**src/rtl/mfw_pkg.sv**
```systemverilog
package mfw_pkg;

  typedef enum logic [2:0] {
    ST_IDLE,
    ST_ADDR,
    ST_DATA,
    ST_RESP,
    ST_FIN
  } mfw_state_e;

  localparam int unsigned PAGE_BYTES = 4096;

  // Beats of the next burst: limited by the cap, the words left and the room
  // before the next 4 KB page edge (page_off is the address within the page).
  function automatic int unsigned burst_beats(input logic [11:0] page_off,
                                              input int unsigned remaining,
                                              input int unsigned cap,
                                              input int unsigned shift);
    int unsigned room;
    int unsigned n;
    room = (PAGE_BYTES - {20'd0, page_off}) >> shift;
    n = cap;
    if (remaining < n) n = remaining;
    if (room < n) n = room;
    return n;
  endfunction

  // Byte address of a word index relative to a base.
  function automatic logic [63:0] word_addr(input logic [63:0] base,
                                            input logic [63:0] idx,
                                            input int unsigned shift);
    return base + (idx << shift);
  endfunction

endpackage

```
**src/rtl/mfw_ctrl.sv**
```systemverilog
module mfw_ctrl
  import mfw_pkg::*;
#(
  parameter int ADDR_W    = 32,
  parameter int NUM_WORDS = 256,
  parameter int MAX_BURST = 16,
  parameter int BYTES     = 4,
  localparam int IDX_W    = $clog2(NUM_WORDS + 1),
  localparam int SHIFT    = $clog2(BYTES)
) (
  input  logic              clk,
  input  logic              rst_n,
  input  logic              start_i,
  input  logic [ADDR_W-1:0] base_i,
  input  logic              awready_i,
  input  logic              wlast_fire_i,
  input  logic              b_fire_i,
  output logic              awvalid_o,
  output logic [ADDR_W-1:0] awaddr_o,
  output logic [7:0]        awlen_o,
  output logic              aw_fire_o,
  output logic [IDX_W-1:0]  first_idx_o,
  output logic [8:0]        beats_o,
  output logic              bready_o,
  output logic              idle_o,
  output logic              fin_o,
  output logic              start_accept_o
);

  mfw_state_e        state_q;
  logic [IDX_W-1:0]  idx_q;
  logic [ADDR_W-1:0] base_q;
  logic [ADDR_W-1:0] cur_addr;
  logic [8:0]        cur_beats;
  logic              last_burst;
  logic [ADDR_W-1:0] base_aligned;

  assign base_aligned = base_i & ~ADDR_W'(BYTES - 1);

  always_comb begin
    logic [63:0] wide;
    wide      = word_addr(64'(base_q), 64'(idx_q), SHIFT);
    cur_addr  = wide[ADDR_W-1:0];
    cur_beats = 9'(burst_beats(cur_addr[11:0],
                               NUM_WORDS - int'(idx_q),
                               MAX_BURST, SHIFT));
  end

  assign last_burst     = (int'(idx_q) + int'(cur_beats)) == NUM_WORDS;
  assign idle_o         = (state_q == ST_IDLE);
  assign fin_o          = (state_q == ST_FIN);
  assign start_accept_o = (idle_o || fin_o) && start_i;
  assign awvalid_o      = (state_q == ST_ADDR);
  assign awaddr_o       = cur_addr;
  assign awlen_o        = 8'(cur_beats - 9'd1);
  assign aw_fire_o      = awvalid_o && awready_i;
  assign first_idx_o    = idx_q;
  assign beats_o        = cur_beats;
  assign bready_o       = (state_q == ST_RESP);

  always_ff @(posedge clk) begin
    if (!rst_n) begin
      state_q <= ST_IDLE;
      idx_q   <= '0;
      base_q  <= '0;
    end else begin
      case (state_q)
        ST_IDLE, ST_FIN: begin
          if (start_i) begin
            state_q <= ST_ADDR;
            idx_q   <= '0;
            base_q  <= base_aligned;
          end else begin
            state_q <= ST_IDLE;
          end
        end
        ST_ADDR: if (awready_i) state_q <= ST_DATA;
        ST_DATA: if (wlast_fire_i) state_q <= ST_RESP;
        ST_RESP: begin
          if (b_fire_i) begin
            idx_q   <= idx_q + IDX_W'(cur_beats);
            state_q <= last_burst ? ST_FIN : ST_ADDR;
          end
        end
        default: state_q <= ST_IDLE;
      endcase
    end
  end

  AST_IDLE_QUIET: assert property (@(posedge clk) disable iff (!rst_n)
    idle_o |-> !awvalid_o && !bready_o);
  AST_AW_HOLD: assert property (@(posedge clk) disable iff (!rst_n)
    awvalid_o && !awready_i |=> awvalid_o && $stable(awaddr_o) && $stable(awlen_o));
  AST_BURST_CAP: assert property (@(posedge clk) disable iff (!rst_n)
    awvalid_o |-> (int'(awlen_o) < MAX_BURST));
  AST_NO_PAGE_CROSS: assert property (@(posedge clk) disable iff (!rst_n)
    awvalid_o |-> ({2'b00, awaddr_o[11:0]} + ((14'(awlen_o) + 14'd1) << SHIFT)) <= 14'h1000);
  AST_FIN_PULSE: assert property (@(posedge clk) disable iff (!rst_n)
    fin_o |=> !fin_o);
  AST_FIN_AFTER_RESP: assert property (@(posedge clk) disable iff (!rst_n)
    $rose(fin_o) |-> $past(b_fire_i));
  AST_RESTART: assert property (@(posedge clk) disable iff (!rst_n)
    fin_o && start_i |=> awvalid_o && (awaddr_o == $past(base_aligned)));

endmodule

```
**src/rtl/mfw_wbeat.sv**
```systemverilog
module mfw_wbeat #(
  parameter int DATA_W    = 32,
  parameter int NUM_WORDS = 256,
  localparam int IDX_W    = $clog2(NUM_WORDS + 1)
) (
  input  logic              clk,
  input  logic              rst_n,
  input  logic              load_i,
  input  logic [IDX_W-1:0]  first_idx_i,
  input  logic [8:0]        beats_i,
  input  logic              wready_i,
  output logic              wvalid_o,
  output logic [DATA_W-1:0] wdata_o,
  output logic              wlast_o,
  output logic              last_fire_o
);

  logic             active_q;
  logic [8:0]       left_q;
  logic [IDX_W-1:0] word_q;
  logic             beat_fire;

  assign wvalid_o    = active_q;
  assign wdata_o     = DATA_W'(word_q);
  assign wlast_o     = active_q && (left_q == 9'd1);
  assign beat_fire   = active_q && wready_i;
  assign last_fire_o = beat_fire && wlast_o;

  always_ff @(posedge clk) begin
    if (!rst_n) begin
      active_q <= 1'b0;
      left_q   <= '0;
      word_q   <= '0;
    end else if (load_i) begin
      active_q <= 1'b1;
      left_q   <= beats_i;
      word_q   <= first_idx_i;
    end else if (beat_fire) begin
      left_q <= left_q - 9'd1;
      word_q <= word_q + IDX_W'(1);
      if (left_q == 9'd1) active_q <= 1'b0;
    end
  end

  AST_W_HOLD: assert property (@(posedge clk) disable iff (!rst_n)
    wvalid_o && !wready_i |=> wvalid_o && $stable(wdata_o) && $stable(wlast_o));
  AST_DATA_STEP: assert property (@(posedge clk) disable iff (!rst_n)
    beat_fire && !wlast_o |=> wvalid_o && (wdata_o == $past(wdata_o) + DATA_W'(1)));
  AST_NO_LOAD_BUSY: assert property (@(posedge clk) disable iff (!rst_n)
    load_i |-> !active_q);

endmodule

```
**src/rtl/mfw_bresp.sv**
```systemverilog
module mfw_bresp (
  input  logic       clk,
  input  logic       rst_n,
  input  logic       bvalid_i,
  input  logic       bready_i,
  input  logic [1:0] bresp_i,
  input  logic       clear_i,
  output logic       b_fire_o,
  output logic       err_o
);

  logic err_q;

  assign b_fire_o = bvalid_i && bready_i;
  assign err_o    = err_q;

  always_ff @(posedge clk) begin
    if (!rst_n) begin
      err_q <= 1'b0;
    end else if (b_fire_o && (bresp_i != 2'b00)) begin
      err_q <= 1'b1;
    end else if (clear_i) begin
      err_q <= 1'b0;
    end
  end

  AST_ERR_STICKY: assert property (@(posedge clk) disable iff (!rst_n)
    err_q && !clear_i |=> err_q);
  AST_ERR_SET: assert property (@(posedge clk) disable iff (!rst_n)
    b_fire_o && (bresp_i != 2'b00) |=> err_q);

endmodule

```
**src/rtl/mem_fill_writer.sv**
```systemverilog
module mem_fill_writer #(
  parameter int ADDR_W     = 32,
  parameter int DATA_W     = 32,
  parameter int NUM_WORDS  = 256,
  parameter int MAX_BURST  = 16,
  parameter bit USE_OFFSET = 1'b1,
  localparam int BYTES     = DATA_W / 8,
  localparam int IDX_W     = $clog2(NUM_WORDS + 1)
) (
  input  logic                clk,
  input  logic                rst_n,
  input  logic                start_i,
  output logic                idle_o,
  output logic                ready_o,
  output logic                done_o,
  output logic                err_o,
  input  logic [ADDR_W-1:0]   base_addr_i,
  output logic                m_awvalid,
  input  logic                m_awready,
  output logic [ADDR_W-1:0]   m_awaddr,
  output logic [7:0]          m_awlen,
  output logic [2:0]          m_awsize,
  output logic [1:0]          m_awburst,
  output logic                m_wvalid,
  input  logic                m_wready,
  output logic [DATA_W-1:0]   m_wdata,
  output logic [BYTES-1:0]    m_wstrb,
  output logic                m_wlast,
  input  logic                m_bvalid,
  output logic                m_bready,
  input  logic [1:0]          m_bresp,
  output logic                m_arvalid,
  output logic                m_rready
);

  logic [ADDR_W-1:0] base_eff;
  logic              aw_fire;
  logic [IDX_W-1:0]  first_idx;
  logic [8:0]        beats;
  logic              wlast_fire;
  logic              b_fire;
  logic              fin;
  logic              start_accept;

  generate
    if (USE_OFFSET) begin : g_offset
      assign base_eff = base_addr_i;
    end else begin : g_zero
      logic unused_base;
      assign unused_base = ^base_addr_i;
      assign base_eff    = '0;
    end
  endgenerate

  mfw_ctrl #(
    .ADDR_W(ADDR_W), .NUM_WORDS(NUM_WORDS), .MAX_BURST(MAX_BURST), .BYTES(BYTES)
  ) u_ctrl (
    .clk(clk), .rst_n(rst_n), .start_i(start_i), .base_i(base_eff),
    .awready_i(m_awready), .wlast_fire_i(wlast_fire), .b_fire_i(b_fire),
    .awvalid_o(m_awvalid), .awaddr_o(m_awaddr), .awlen_o(m_awlen),
    .aw_fire_o(aw_fire), .first_idx_o(first_idx), .beats_o(beats),
    .bready_o(m_bready), .idle_o(idle_o), .fin_o(fin),
    .start_accept_o(start_accept)
  );

  mfw_wbeat #(.DATA_W(DATA_W), .NUM_WORDS(NUM_WORDS)) u_wbeat (
    .clk(clk), .rst_n(rst_n), .load_i(aw_fire), .first_idx_i(first_idx),
    .beats_i(beats), .wready_i(m_wready), .wvalid_o(m_wvalid),
    .wdata_o(m_wdata), .wlast_o(m_wlast), .last_fire_o(wlast_fire)
  );

  mfw_bresp u_bresp (
    .clk(clk), .rst_n(rst_n), .bvalid_i(m_bvalid), .bready_i(m_bready),
    .bresp_i(m_bresp), .clear_i(start_accept), .b_fire_o(b_fire), .err_o(err_o)
  );

  assign done_o    = fin;
  assign ready_o   = fin;
  assign m_awsize  = 3'($clog2(BYTES));
  assign m_awburst = 2'b01;
  assign m_wstrb   = '1;
  assign m_arvalid = 1'b0;
  assign m_rready  = 1'b0;

  AST_DONE_WITH_READY: assert property (@(posedge clk) disable iff (!rst_n)
    done_o |-> ready_o && !m_awvalid && !m_wvalid);
  AST_DATA_AFTER_ADDR: assert property (@(posedge clk) disable iff (!rst_n)
    m_wvalid |-> !m_awvalid && !m_bready);

endmodule

```
**config.mk**
```make
export PLATFORM = sky130hd
export DESIGN_NAME = mem_fill_writer
export DESIGN_NICKNAME = d
export VERILOG_FILES = /design/src/rtl/mfw_pkg.sv /design/src/rtl/mfw_ctrl.sv /design/src/rtl/mfw_wbeat.sv /design/src/rtl/mfw_bresp.sv /design/src/rtl/mem_fill_writer.sv
export SDC_FILE = /design/constraint.sdc
export NUM_CORES = 1
export LEC_CHECK = 0
export BUFFER_PORTS_ARGS = -buffer_cell sky130_fd_sc_hd__buf_2
export CAP_MARGIN = 20
export CORE_MARGIN = 4
export CORE_UTILIZATION = 58
export DETAILED_ROUTE_END_ITERATION = 12
export PLACE_DENSITY = 0.84
export SETUP_SLACK_MARGIN = 0.4
export SYNTH_ARGS = -nofsm -noshare
export SYNTH_HDL_FRONTEND = slang
export SYNTH_HIERARCHICAL = 1
export SYNTH_SLANG_ARGS = --single-unit
```
**constraint.sdc**
```tcl
create_clock -name clk -period 12.6 [get_ports clk]
set_input_delay 1.26 -clock clk [delete_from_list [all_inputs] [get_ports clk]]
set_output_delay 1.26 -clock clk [all_outputs]
set_load 0.01 [all_outputs]
```
# After elaboration in Yosys (flattened, before gate mapping)
# Index checks and enable logic that the tools add are counted.
[word_totals]
mem_bits_ro = 0
reg_bits = 62
inputBits = 40
out_inout_bits = 91
ram_bits = 0
word_cells = 66
latchBits = 0
mem_count = 0
[classes]
order_cmp = 2
multipliers = 0
muxes = 20
n_eq_ne = 10
div_mod_pow = 0
shifts = 0
bitwise_logic = 0
n_reduce_logical = 19
add_sub_neg = 8
[op_table]
columns = ["op", "count"]
rows = [
  ["two-way mux 9 bit", 7],
  ["adder 32 x 11 -> 32 bit", 1],
  ["== test 32 x 10 -> 1 bit, second input constant", 1],
  ["< comparator 30 x 32 -> 1 bit", 1],
  ["< comparator 32 x 5 -> 1 bit, second input constant", 1],
  ["two-way mux 32 bit", 1],
  ["one-hot mux 9 bit (2 select lines)", 1],
  ["subtractor 13 x 12 -> 14 bit, first input constant", 1],
  ["two-way mux 3 bit", 4],
  ["one-hot mux 3 bit (4 select lines)", 1],
  ["adder 9 x 9 -> 10 bit", 1],
  ["nonzero test 2 bit", 5],
  ["subtractor 9 x 9 -> 10 bit, first input constant", 1],
  ["adder 9 x 1 -> 9 bit, second input constant", 1],
  ["adder 9 bit", 1],
  ["== test 9 x 1 -> 1 bit, second input constant", 1],
  ["subtractor 9 x 1 -> 9 bit, second input constant", 1],
  ["subtractor 8 x 1 -> 8 bit, second input constant", 1],
  ["logical AND 1 bit", 7],
  ["== test 3 x 2 -> 1 bit, second input constant", 2],
  ["two-way mux 1 bit", 6],
  ["!= test 2 bit, second input constant", 3],
  ["AND reduction 3 bit", 2],
  ["AND reduction 2 bit", 2],
  ["other kinds (6)", 6],
]

# Longest topological paths before layout
[depth]
word_depth = 10
mapped_depth = 29
ltp_nobuf = 28

# Modules after synthesis
# Netlist, hierarchy kept.
[by_module_without_submodules]
columns = ["module", "seq_area_each_um2", "n_inst", "cells_each", "area_per_inst_um2"]
rows = [
  ["mfw_ctrl", 840.8, 1, 471, 3717.3],
  ["mfw_wbeat", 380.4, 1, 151, 1226.2],
  ["mem_fill_writer", 0.0, 1, 14, 97.6],
  ["mfw_bresp", 20.0, 1, 5, 48.8],
]

# Worst setup path after synthesis
# No wires, ideal clock.
[synth_path]
path_type = "reg-to-output"
from = "register u_ctrl.idx_q[0], in the netlist u_ctrl/first_idx_o[0]"
to = "output port m_awlen[6]"
path_stages_with_launch = 24
required_time_ps = 11340
path_buffers = 1
setup_slack_ps = 6039
arrival_ps = 5301
cell_sequence = "dfxtp_1 > ha_1 > inv_1 > fa_1 > nand2b_1 > a31oi_1 > xnor2_1 > nor3_2 > nand2_1 > nor4_1 > xnor2_1 > ha_1 > nand2_1 > or4_1 > a211o_1 > o211ai_1 > a41oi_4 > buf_2 > mux2_4 > inv_1 > ha_1 > o211ai_2 > or4_1 > o211ai_1"
[synth_via]
elab_cells_between_ends = 8
classes_between = "4 x add/sub; 2 x order compare; 2 x mux"
[synth_lines]
columns = ["item", "line", "text"]
rows = [
  ["start: declaration", "mfw_ctrl.sv:31", "logic [IDX_W-1:0] idx_q;"],
  ["start signal: assignment", "mfw_ctrl.sv:81", "idx_q <= idx_q + IDX_W'(cur_beats);"],
  ["adder 32 x 11 -> 32 bit", "mfw_pkg.sv:32", "return base + (idx << shift);"],
  ["named net m_awaddr[6]", "mem_fill_writer.sv:20", "output logic [ADDR_W-1:0] m_awaddr,"],
  ["subtractor 13 x 12 -> 14 bit", "mfw_pkg.sv:21", "room = (PAGE_BYTES - {20'd0, page_off}) >> shift;"],
  ["< comparator 30 x 32 -> 1 bit", "mfw_pkg.sv:24", "if (room < n) n = room;"],
  ["two-way mux 9 bit", "mfw_pkg.sv:24", ""],
  ["named net beats[0]", "mem_fill_writer.sv:39", "logic [8:0] beats;"],
  ["subtractor 8 x 1 -> 8 bit", "mfw_ctrl.sv:55", "assign awlen_o = 8'(cur_beats - 9'd1);"],
  ["end: declaration", "mem_fill_writer.sv:21", "output logic [7:0] m_awlen,"],
]
# The timed path passes the listed nets, and every way through them passes these cells.

# Final worst setup path
[layout_path]
from = "register u_ctrl.idx_q[0], in the netlist u_ctrl/first_idx_o[0]"
to = "output port m_awlen[6]"
[layout_via]
elab_chain_len = 6
elab_cells_between_ends = 8
classes_between = "4 x add/sub; 2 x order compare; 2 x mux"
[layout_lines]
columns = ["item", "line", "text"]
rows = [
  ["subtractor 9 x 9 -> 10 bit", "mfw_ctrl.sv:45", "NUM_WORDS - int'(idx_q),"],
  ["< comparator 32 x 5 -> 1 bit", "mfw_pkg.sv:23", "if (remaining < n) n = remaining;"],
  ["two-way mux 32 bit", "mfw_pkg.sv:23", ""],
  ["< comparator 30 x 32 -> 1 bit", "mfw_pkg.sv:24", ""],
  ["two-way mux 9 bit *", "mfw_pkg.sv:24", ""],
  ["named net beats[0]", "mem_fill_writer.sv:39", ""],
  ["subtractor 8 x 1 -> 8 bit *", "mfw_ctrl.sv:55", ""],
]
# Mark *: on every way through the listed nets, which the timed path passes. The rest lies on a longest branch.

==> flow_summary.ini <==
[outcome]
status = completed

[place]
dp_hpwl_um = 9580
port-buffer-count = 92
place_ws_ns = 5.46
gp_congestion = 0.868

[timing]
post-route-period-util_pct = 61.0
skew_ns = 0.0131
fmax_ghz = 0.130
rsz0062_at_grt = false
finalHoldViolations = 0
setup_ws_ns = 4.91
final.setup.tns_ns = 0
slew_headroom_pct = 29.9
slew_viol_final = 0
fin_crit_ns = 7.69
max_slew.worst_pin.slew_ns = 1.05
setup_viol = 0

[synthesis]
syn_inst = 641
synth-edff-count = 0
netlist_top_cells_count = nand2_1 (95), dfxtp_1 (62), buf_4 (38)
ys_seq_area_share_pct = 24.4
synth.distinct_cells = 74
synth_area_leader_cell = dfxtp_1
ys_seq_elements = 62
ys_async_sr_fraction_pct = 0
synth_area_leaders = dfxtp_1 (24%), ha_1 (8.8%), nand2_1 (7.0%), buf_4 (5.6%), xnor2_1 (4.8%)
synth_area_um2 = 5090
yosysMostFrequentCell = nand2_1
synthDominantCellAreaShare_pct = 24.4
ys_warn_count = 6
syn_area_per_cell_um2 = 7.94
synthFlopType = dfxtp_1

[route]
wl_per_cell_um = 15.4
drt_iter0_drc = 240
postRouteWirelength_um = 12800
drc_errors = 0
antenna_left = 0
vias = 4817
vias_per_cell = 5.79
dr.pass1.iters = 5

[clocking]
clock-root-buffer = clkbuf_8
clkSinkCount = 62
htreeDepth = 3
clk_latency_ns = 0.34
hold_buffers = 0
cts_buffers = 9
cts_tree = done
path_clk_slew_ns = 0.08
cts_resized = 0
clock_path_buffers = 2
cts_setup_buffers = 0

[die]
die_w_um = 102
rows = 33
die_h_um = 102
die-area_um2 = 10300
pin_count = 131
coreArea_um2 = 8380
initial_utilization_pct = 60.7

[final_layout]
antenna_cells = 0
num-nets-final = 800
fill_cells = 701
drive_above_1_share_pct = 17.5
multi_input_area_um2 = 3510
register_area_um2 = 1240
syn2layout_area_growth_pct = 10.9

[global_routing]
grt_overflow = 0
grt_usage_pct = 24.2
antenna_found_initial = 0
grt_pass1_vias = 4465
grt_max_degree = 58
grt_pass1_wl_um = 20400

[critical_path]
r2r_end = u_ctrl/state_q[0]
cp-startpoint = u_ctrl/first_idx_o[0]
setup.worst_path.start_class = register
path_max_fanout = 18
r2r_start = u_ctrl/first_idx_o[0]
cp-endpoint = m_awlen[6]
worstPathArrival_ns = 6.43
crit_type = register to output port
required_ns = 11.34
r2r_cells = 25
endpoint_kind = output port
rrSetupSlack_ns = 5.16

[min_path]
holdPathStages = 2
worstHoldStart = u_bresp/err_o
worstHoldPathType = register to register

[pwr]
power.internal_uw = 412
p_sw_uw = 255
clkPwrFrac_pct = 26.8
p_seq_share_pct = 34.4
p_per_area_nw_per_um2 = 118
combinationalPowerShare_pct = 38.8
sw_frac_of_total_pct = 38.2
p_leak_uw = 0.00251
ir_drop_mv = 0.0854

[job]
maxCapViolCount = 0
==> sequential cells by signal (all words and copies together) (netlist names) <==
| signal | flops |
|---|---|
| u_wbeat/left_q | 9 |
| u_ctrl/first_idx_o | 9 |
| u_bresp/err_o | 1 |
| u_wbeat/word_q | 9 |
| u_ctrl/base_q | 30 |
| u_ctrl/state_q | 3 |
| u_wbeat/wvalid_o | 1 |
==> kinds of logic (layout without fill, tap and decap cells) <==
kind of cell / Yosys count / count (layout) / synth area share, %
mux: 7 / 7 / 1.50
xor+xnor: 48 / 48 / 8.26
fa+ha+maj: 38 / 38 / 9.64
flops: 62 / 62 / 24.4
other cells: 5 / 41 / 0.369
compound gates: 151 / 151 / 21.6
buf+inv: 86 / 136 / 9.32
simple gates: 244 / 244 / 24.9
==> cell type report <==
type                            instances  share of cell area [%]
Clock inverter                          5                   0.997
Inverter                               28                    1.86
Tap cell                              105                    2.33
Multi-Input combinational cell        529                    62.2
Sequential cell                        62                    22.0
Timing Repair Buffer                   92                    8.16
Clock buffer                           11                    2.50
==> power groups by stage <==
| stage | logic [uW] | registers, uW | clock network, uW |
|---|---|---|---|
| 5_1_grt | 286 | 233 | 192 |
| 6_report | 259 | 230 | 179 |
| 3_3_place_gp | 248 | 232 | 0 |
| 3_5_place_dp | 255 | 234 | 0 |
| 2_1_floorplan | 195 | 229 | 0 |
| 4_1_cts | 257 | 229 | 182 |
==> critical path, cell delays in order (launching register included) <==
cell and delay (ns):
dfxtp_1 0.51, ha_1 0.30, inv_1 0.07, fa_1 0.39, nand2b_1 0.18, a31oi_1 0.22
xnor2_1 0.23, nor3_2 0.36, nand2_1 0.12, nor4_1 0.42, xnor2_1 0.18, ha_1 0.33
nand2_1 0.07, or4_1 0.56, a211o_1 0.26, o211ai_1 0.22, a41oi_4 0.18, mux2_4 0.41
inv_1 0.09, ha_1 0.20, o211ai_2 0.12, or4_1 0.42, o211ai_1 0.08, buf_2 0.16
==> metal layers <==
metal / track usage, % / part of all wire (%) / vias up
met5: 0 / 0 / -
met4: 7.26 / 1.6 / 0
met3: 4.96 / 6.9 / 22
met2: 42.2 / 48 / 194
met1: 30.0 / 43 / 2236
li1: - / - / 2365
==> how the worst min path moves through the flow <==
stage                         to  slack, ns
6_report           u_bresp/err_o       0.47
5_1_grt         u_ctrl/base_q[9]       0.50
4_1_cts         u_ctrl/base_q[9]       0.48
3_5_place_dp       u_bresp/err_o       0.47
3_3_place_gp       u_bresp/err_o       0.45
2_1_floorplan  u_ctrl/base_q[10]       0.45
==> metrics by stage <==
stage | utilization, % | power, uW | area, um^2 | instances | hold WS [ns]
after floorplan | - | 424 | 5230 | 677 | 0.447
after global placement | 65.0 | 480 | 5450 | 816 | 0.450
after detailed placement | 65.0 | 489 | 5450 | 816 | 0.466
after CTS | 67.4 | 668 | 5650 | 832 | 0.477
after global routing | 67.4 | 711 | 5650 | 832 | 0.503
final | 67.4 | 667 | 5650 | 832 | 0.475
==> layout by cell type (no fill, tap or decap), drive strengths merged, types with 5 or more instances in the layout <==
cell type and n:
a21boi 32, nor2 25, clkbuf 11, a211oi 5, o211ai 12, o21ai 26, nand3 16, nor2b 12
xor2 20, buf 92, or4 8, nor3 13, a21oi 19, nand2 95, mux2i 5, and3 11
or3 8, a31oi 14, a22oi 7, ha 36, inv 27, nand4 5, nor4 6, and2 14
nand2b 7, xnor2 28, conb 41, o21a 6, dfxtp 62, nor3b 6
(Power assumes the default switching activity.)
